==> src/rtl/evt_timer_pkg.sv <==
package evt_timer_pkg;

    localparam int TMR_W   = 32;
    localparam int RUN_BIT = 0;
    localparam int IE_BIT  = 1;
    localparam int CLR_BIT = 4;

    typedef struct packed {
        logic             run;
        logic             ie;
        logic             pend;
        logic [TMR_W-1:0] cnt;
    } tmr_state_t;

endpackage

==> src/rtl/evt_timer_regdec.sv <==
module evt_timer_regdec
    import evt_timer_pkg::*;
#(
    parameter int          ADDR_W   = 8,
    parameter [ADDR_W-1:0] CTRL_OFS = 8'h40,
    parameter [ADDR_W-1:0] VAL_OFS  = 8'h44
) (
    input  logic              wr_en,
    input  logic [ADDR_W-1:0] addr,
    input  logic              run,
    input  logic              ie,
    input  logic [TMR_W-1:0]  cnt,
    output logic              ctrl_wr,
    output logic              val_wr,
    output logic [TMR_W-1:0]  rdata
);

    logic hit_ctrl;
    logic hit_val;

    assign hit_ctrl = (addr == CTRL_OFS);
    assign hit_val  = (addr == VAL_OFS);
    assign ctrl_wr  = wr_en && hit_ctrl;
    assign val_wr   = wr_en && hit_val;

    always_comb begin
        rdata = '0;
        if (hit_ctrl) begin
            rdata[RUN_BIT] = run;
            rdata[IE_BIT]  = ie;
        end else if (hit_val) begin
            rdata = cnt;
        end
    end

endmodule

==> src/rtl/evt_timer_core.sv <==
module evt_timer_core
    import evt_timer_pkg::*;
(
    input  logic             clk,
    input  logic             rst_n,
    input  logic             tick_en,
    input  logic             ctrl_wr,
    input  logic             val_wr,
    input  logic [TMR_W-1:0] wdata,
    output logic             run,
    output logic             ie,
    output logic             pend,
    output logic [TMR_W-1:0] cnt
);

    tmr_state_t st_d, st_q;
    logic       step;
    logic       expire;

    always_comb begin
        st_d   = st_q;
        step   = st_q.run && tick_en && (st_q.cnt != '0) && !val_wr;
        expire = step && (st_q.cnt == TMR_W'(1));

        if (val_wr) begin
            st_d.cnt = wdata;
        end else if (step) begin
            st_d.cnt = st_q.cnt - TMR_W'(1);
        end

        if (ctrl_wr) begin
            st_d.run = wdata[RUN_BIT];
            st_d.ie  = wdata[IE_BIT];
            if (wdata[CLR_BIT]) begin
                st_d.pend = 1'b0;
            end
        end

        if (expire) begin
            st_d.pend = 1'b1;
        end
    end

    always_ff @(posedge clk or negedge rst_n) begin
        if (!rst_n) begin
            st_q <= '0;
        end else begin
            st_q <= st_d;
        end
    end

    assign run  = st_q.run;
    assign ie   = st_q.ie;
    assign pend = st_q.pend;
    assign cnt  = st_q.cnt;

endmodule

==> src/rtl/evt_timer.sv <==
module evt_timer
    import evt_timer_pkg::*;
#(
    parameter int          ADDR_W   = 8,
    parameter [ADDR_W-1:0] CTRL_OFS = 8'h40,
    parameter [ADDR_W-1:0] VAL_OFS  = 8'h44
) (
    input  logic              clk,
    input  logic              rst_n,
    input  logic              tick_en,
    input  logic              wr_en,
    input  logic [ADDR_W-1:0] addr,
    input  logic [TMR_W-1:0]  wdata,
    output logic [TMR_W-1:0]  rdata,
    output logic              irq
);

    logic             ctrl_wr;
    logic             val_wr;
    logic             run_w;
    logic             ie_w;
    logic             pend_w;
    logic [TMR_W-1:0] cnt_w;

    evt_timer_regdec #(
        .ADDR_W  (ADDR_W),
        .CTRL_OFS(CTRL_OFS),
        .VAL_OFS (VAL_OFS)
    ) u_dec (
        .wr_en  (wr_en),
        .addr   (addr),
        .run    (run_w),
        .ie     (ie_w),
        .cnt    (cnt_w),
        .ctrl_wr(ctrl_wr),
        .val_wr (val_wr),
        .rdata  (rdata)
    );

    evt_timer_core u_core (
        .clk    (clk),
        .rst_n  (rst_n),
        .tick_en(tick_en),
        .ctrl_wr(ctrl_wr),
        .val_wr (val_wr),
        .wdata  (wdata),
        .run    (run_w),
        .ie     (ie_w),
        .pend   (pend_w),
        .cnt    (cnt_w)
    );

    assign irq = pend_w && ie_w && run_w;

endmodule

==> config.mk <==
export PLATFORM = sky130hd
export DESIGN_NAME = evt_timer
export DESIGN_NICKNAME = d
export VERILOG_FILES = /design/src/rtl/evt_timer_pkg.sv /design/src/rtl/evt_timer_regdec.sv /design/src/rtl/evt_timer_core.sv /design/src/rtl/evt_timer.sv
export SDC_FILE = /design/constraint.sdc
export NUM_CORES = 1
export LEC_CHECK = 0
export ABC_AREA = 1
export BUFFER_PORTS_ARGS = -buffer_cell sky130_fd_sc_hd__buf_2
export CELL_PAD_IN_SITES_DETAIL_PLACEMENT = 0
export CELL_PAD_IN_SITES_GLOBAL_PLACEMENT = 1
export CORE_ASPECT_RATIO = 1.4
export CORE_MARGIN = 2
export CORE_UTILIZATION = 39
export CTS_BUF_LIST = sky130_fd_sc_hd__clkbuf_4
export DETAILED_ROUTE_END_ITERATION = 12
export PLACE_DENSITY = 0.9
export SLEW_MARGIN = 20
export SYNTH_ARGS = -nofsm -noshare
export SYNTH_HDL_FRONTEND = slang
export SYNTH_SLANG_ARGS = --single-unit
==> constraint.sdc <==
create_clock -name clk -period 3.8 [get_ports clk]
set_input_delay 0 -clock clk [delete_from_list [all_inputs] [get_ports clk]]
set_output_delay 0 -clock clk [all_outputs]
set_load 0.02 [all_outputs]
# After elaboration in Yosys (flattened, before gate mapping)
# Cells that the tools add are included.
# W data, S select, Z words.
dict set report classes {
  reduce_logical 14
  add_sub_neg 1
  muxes 8
  n_eq_ne 3
}
# cell count
set op_table {}
lappend op_table {{$mux W32} 3}
lappend op_table {{$eq A32 B1 Y1 const B} 1}
lappend op_table {{$reduce_bool A32 Y1} 1}
lappend op_table {{$sub A32 B1 Y32 const B} 1}
lappend op_table {{$mux W30} 1}
lappend op_table {{$eq A8 B7 Y1 const B} 2}
lappend op_table {{$logic_and A1 B1 Y1} 8}
lappend op_table {{$reduce_bool A2 Y1} 3}
lappend op_table {{$mux W1} 3}
lappend op_table {{$mux W2} 1}
lappend op_table {{$reduce_and A2 Y1} 1}
lappend op_table {{$logic_not A1 Y1} 1}
dict set report totals {
  in_bits 44
  register_bits 35
  output_inout_bits 33
}

# Logic depth before layout (Yosys ltp)
dict set report logic_depth {
  depth_word 7
  depth_mapped 11
  mapped_depth_nobuf 11
}

# Cells and area by module
# A second synthesis with hierarchy kept.
dict set report hier_totals {
  hier_cells 539
  area_unflattened_um2 3189.3
}
# mod area_per_inst_um2 instances cells_per_inst seq_area_each_um2
set modules_own_cells {}
lappend modules_own_cells {evt_timer_core 2707.6 1 443 875.8}
lappend modules_own_cells {evt_timer_regdec 467.9 1 93 0.0}
lappend modules_own_cells {evt_timer 13.8 1 3 0.0}

# Least setup slack after synthesis
# OpenSTA, ideal clock, no wires.
dict set report synth_path {
  path_type {reg-to-reg}
  startpoint {reg u_core.st_q (netlist bit u_core.cnt[0])}
  endpoint {reg u_core.st_q (netlist bit u_core.cnt[11])}
  arrival_ns 1.579
  stages_incl_launch_ff 11
  path_slack_ns 2.100
  setup_time_ns 0.121
  required_ns 3.679
  period_less_slack_ns 1.700
  path_cell_list {dfrtp_1 > inv_1 > ha_1 > nand2_2 > nor2_8 > nand2_4 > o21bai_4 > nand2_4 > buf_6 > nand2_1 > o21ai_1}
}
dict set report synth_via {
  elab_chain_len 4
  elab_cells_between_ends 7
  cone_classes {1 x add/sub; 2 x mux; 4 x reduce/logical}
}
# item line
set synth_lines {}
lappend synth_lines {{start, declared} evt_timer_core.sv:16} ;# tmr_state_t st_d, st_q;
lappend synth_lines {{start signal, assigned} evt_timer_core.sv:48} ;# st_q <= st_d;
lappend synth_lines {{parallel branches: the longest is 4 deep, another holds $sub A32 B1 Y32} n/a}
# Several ways; the timed one is not identified. The select of a mux whose other input is x is not followed.
# A chain may end at the register's enable or synchronous reset.

# Final worst setup path
dict set report layout_path {
  startpoint {reg u_core.st_q (netlist bit u_core.cnt[0])}
  endpoint {reg u_core.st_q (netlist bit u_core.cnt[16])}
}
# The elaborated chain is that of the path after synthesis.

==> out/qor.yml <==
worstPathRequired_ns: 4.02
arrival_ns: 2.54
use_met2_pct: 44.8
busiest_layer: "met2"
finalInstanceArea_sq_mm: 0.00374
end_kind: "flop"
register_area_sq_um: 876
fmax_mhz: 432
yosys_warnings: 0
dieWidth_microns: 76.8
worstSetupStartpointType: "flop"
ctsRootBufferMaster: "clkbuf_4"
drt_iter0_drc: 128
hold_violations: 0
drive_above_1_share_pct: 16.2
netlist_area_sq_mm: 0.00290
max_slew.worst_pin.slew_ns: 0.840
vdd_drop_max_mv: 0.217
maxCapViolations: 0
vias: 3393
postCtsResizedCells: 0
place_area_sq_mm: 0.00332
ctsHtreeMaxLevel: 2
rrSetupSlack_ns: 1.49
numCtsBuffers: 5
syn_avg_cell_area_sq_um: 5.79
vias_per_cell: 4.83
initial_utilization_pct: 39.9
slew_viol_final: 0
path_max_fanout: 30
antenna_cells: 0
post_cts_buffers: 0
cp_num_buf_inv: 1
slowest_stage: "o21bai_4"
grt_max_degree: 36
power_density_mw_per_mm2: 348
worstSetupStartpoint: "u_core.cnt[0]$_DFFE_PN0P_"
cts.clk_slew.worst_paths_ns: 0.11
min_to: "u_core.cnt[3]$_DFFE_PN0P_"
r2r_cells: 9
antenna_found_initial: 0
min_path_type: "in -> reg"
clk_latency_ns: 0.35
timing.critical_path.mode_cell: "nand2_4"
leakage_nw: 2.05
syn_to_final_growth_pct: 29.1
p_total_mw: 1.30
synthesis.instances: 500
drc: 0
period_needed_ns: 2.31
grt_pass1_wl_mm: 15.3
status: "finished clean"
critical_path.cell_chain: "inv_1 > ha_1 > nand2_2 > nor2_8 > nand2_4 > o21bai_4 > nand2_4 > nand2_1 > o21ai_1"
synthesis.nets: 546
setup_tns_ns: 0
boundaryPins: 77
core_region_area_sq_mm: 0.00727
drtPass1Iterations: 4
detail_route.wl_per_cell_microns: 13.0
grt-ovfl-total: 0
rsz0062_at_grt: "no"
skew_ns: 0.0180
drt-total-wl_mm: 9.13
nets: 651
die-area_sq_mm: 0.00814
critical_path_class: "reg -> reg"
ys_ff_latch: 35
period_share_pct: 60.9
gp_congestion: 0.887
cts_tree: "built"
io_buffers: 76
crit_family: "simple AND/OR/NAND/NOR gates"
nFillCells: 780
dieHeight_microns: 106
dp_hpwl_mm: 6.74
cts_buffer_depth: 2
setup_viol: 0
cp.depth: 9
synth.distinct_cells: 26
timing.rr.start: "u_core.cnt[0]$_DFFE_PN0P_"
slew_headroom_pct: 44.0
grtUsageMet3_pct: 2.29
min_from: "wdata[3]"
timing.rr.end: "u_core.cnt[16]$_DFFE_PN0P_"
grt_pass1_vias: 3338
row_count: 37
worst_hold_slack_ns: 0.0211
multiInputGateArea_sq_mm: 0.00174
ant_nets: 0
slowest_delay_ns: 0.44
clkSinkCount: 35
ys_seq_area_share_pct: 30.2
use_met1_pct: 26.0
grt_use_total_pct: 23.3
hold_depth: 5
cells by family after synthesis:
group                      count (synthesis)  synth area share (%)
and+or+nand+nor                          356                  51.2
buffers and inverters                     69                  10.2
DFF                                       35                  30.2
AOI/OAI and AO/OA                         34                  6.35
xor gates and xnor gates                   4                  1.21
adders and majority gates                  2                 0.864
worst max path at each step:
stage | slack, ns | endpoint
finish | 1.49 | u_core.cnt[16]$_DFFE_PN0P_
global route | 1.30 | u_core.cnt[1]$_DFFE_PN0P_
CTS | 1.51 | u_core.cnt[16]$_DFFE_PN0P_
detailed placement | 1.54 | u_core.cnt[16]$_DFFE_PN0P_
global placement | 1.61 | u_core.cnt[16]$_DFFE_PN0P_
floorplan | 2.10 | u_core.cnt[11]$_DFFE_PN0P_
power by group:
group	internal, mW	total [mW]	switching, mW
Sequential	0.445	0.531	0.0860
Combinational	0.196	0.548	0.352
Clock	0.0866	0.223	0.137
Total	0.727	1.30	0.575
layout make-up:
class,instances,share of cell area [%]
repair buffers,112,19.7
multi-input cells,396,46.4
clock buffers,7,1.41
flip-flops and latches,35,23.4
inverters,55,5.65
clock inverters,1,0.134
well taps,97,3.25
cell usage after synthesis:
| library cell | count | area share, % |
|---|---|---|
| buf_6 | 3 | 1.2 |
| nor2_8 | 1 | 0.69 |
| nand4_1 | 7 | 1.5 |
| clkinv_4 | 1 | 0.30 |
| nor3_2 | 1 | 0.35 |
| nand2_2 | 2 | 0.43 |
| clkbuf_1 | 7 | 0.91 |
| nand3_1 | 55 | 9.5 |
| o21ai_0 | 20 | 3.5 |
| nand2_1 | 189 | 24 |
| inv_2 | 1 | 0.13 |
| dfrtp_1 | 35 | 30 |
| buf_2 | 3 | 0.52 |
| xor2_1 | 4 | 1.2 |
| nand2_4 | 2 | 0.78 |
| nor2_2 | 2 | 0.43 |
| o21ai_1 | 12 | 2.1 |
| nor2_4 | 1 | 0.39 |
| a21oi_1 | 1 | 0.17 |
| o21bai_4 | 1 | 0.65 |
| nor2_1 | 93 | 12 |
| ha_1 | 2 | 0.86 |
| nor4_1 | 1 | 0.22 |
| nor3_1 | 2 | 0.35 |
| inv_1 | 53 | 6.9 |
| buf_4 | 1 | 0.26 |
tightest hold or removal path: stages:
cell and delay (ns):
buf_2 0.10, inv_1 0.04, o21ai_0 0.08, nand2_1 0.06, o21ai_1 0.05
layout by cell type (no fill, tap or decap):
cell type	instances
nand4_1	7
nor2_4	1
buf_2	76
nor2_8	1
buf_4	1
dlygate4sd3_1	35
clkinv_2	1
clkinv_4	1
nor4_1	1
nand2_2	3
o21ai_0	20
nor2_2	2
o21bai_4	1
ha_1	2
clkbuf_4	7
inv_2	1
a21oi_1	1
xor2_1	4
nand3_1	55
nor3_4	1
nor3_1	2
nand2_1	188
inv_1	53
nor2_1	93
dfrtp_1	35
nand2_4	2
o21ai_1	12
routing by layer:
layer | vias up | wire length, microns
li1 | 1764 | -
met1 | 1544 | 3670
met2 | 76 | 5040
met3 | 9 | 301
met4 | 0 | 117
met5 | - | 0
flip-flops by register name (all words and copies together) (netlist names):
name	flops
u_core.pend	1
u_core.run	1
u_core.ie	1
u_core.cnt	32
per-stage QoR:
stage          std cells  setup WS, ns  util, %
2_1_floorplan        500          2.10        -
3_3_place_gp         660          1.61     45.7
3_5_place_dp         660          1.54     45.7
4_1_cts              703          1.51     51.3
5_1_grt              703          1.30     51.5
6_report             703          1.49     51.5
timing repair:
action,4_1_cts,5_1_grt
hold buffers,35,0
endpoints found under the hold margin,66,0
endpoints found under the setup margin,0,0
(Power assumes the default switching activity.)
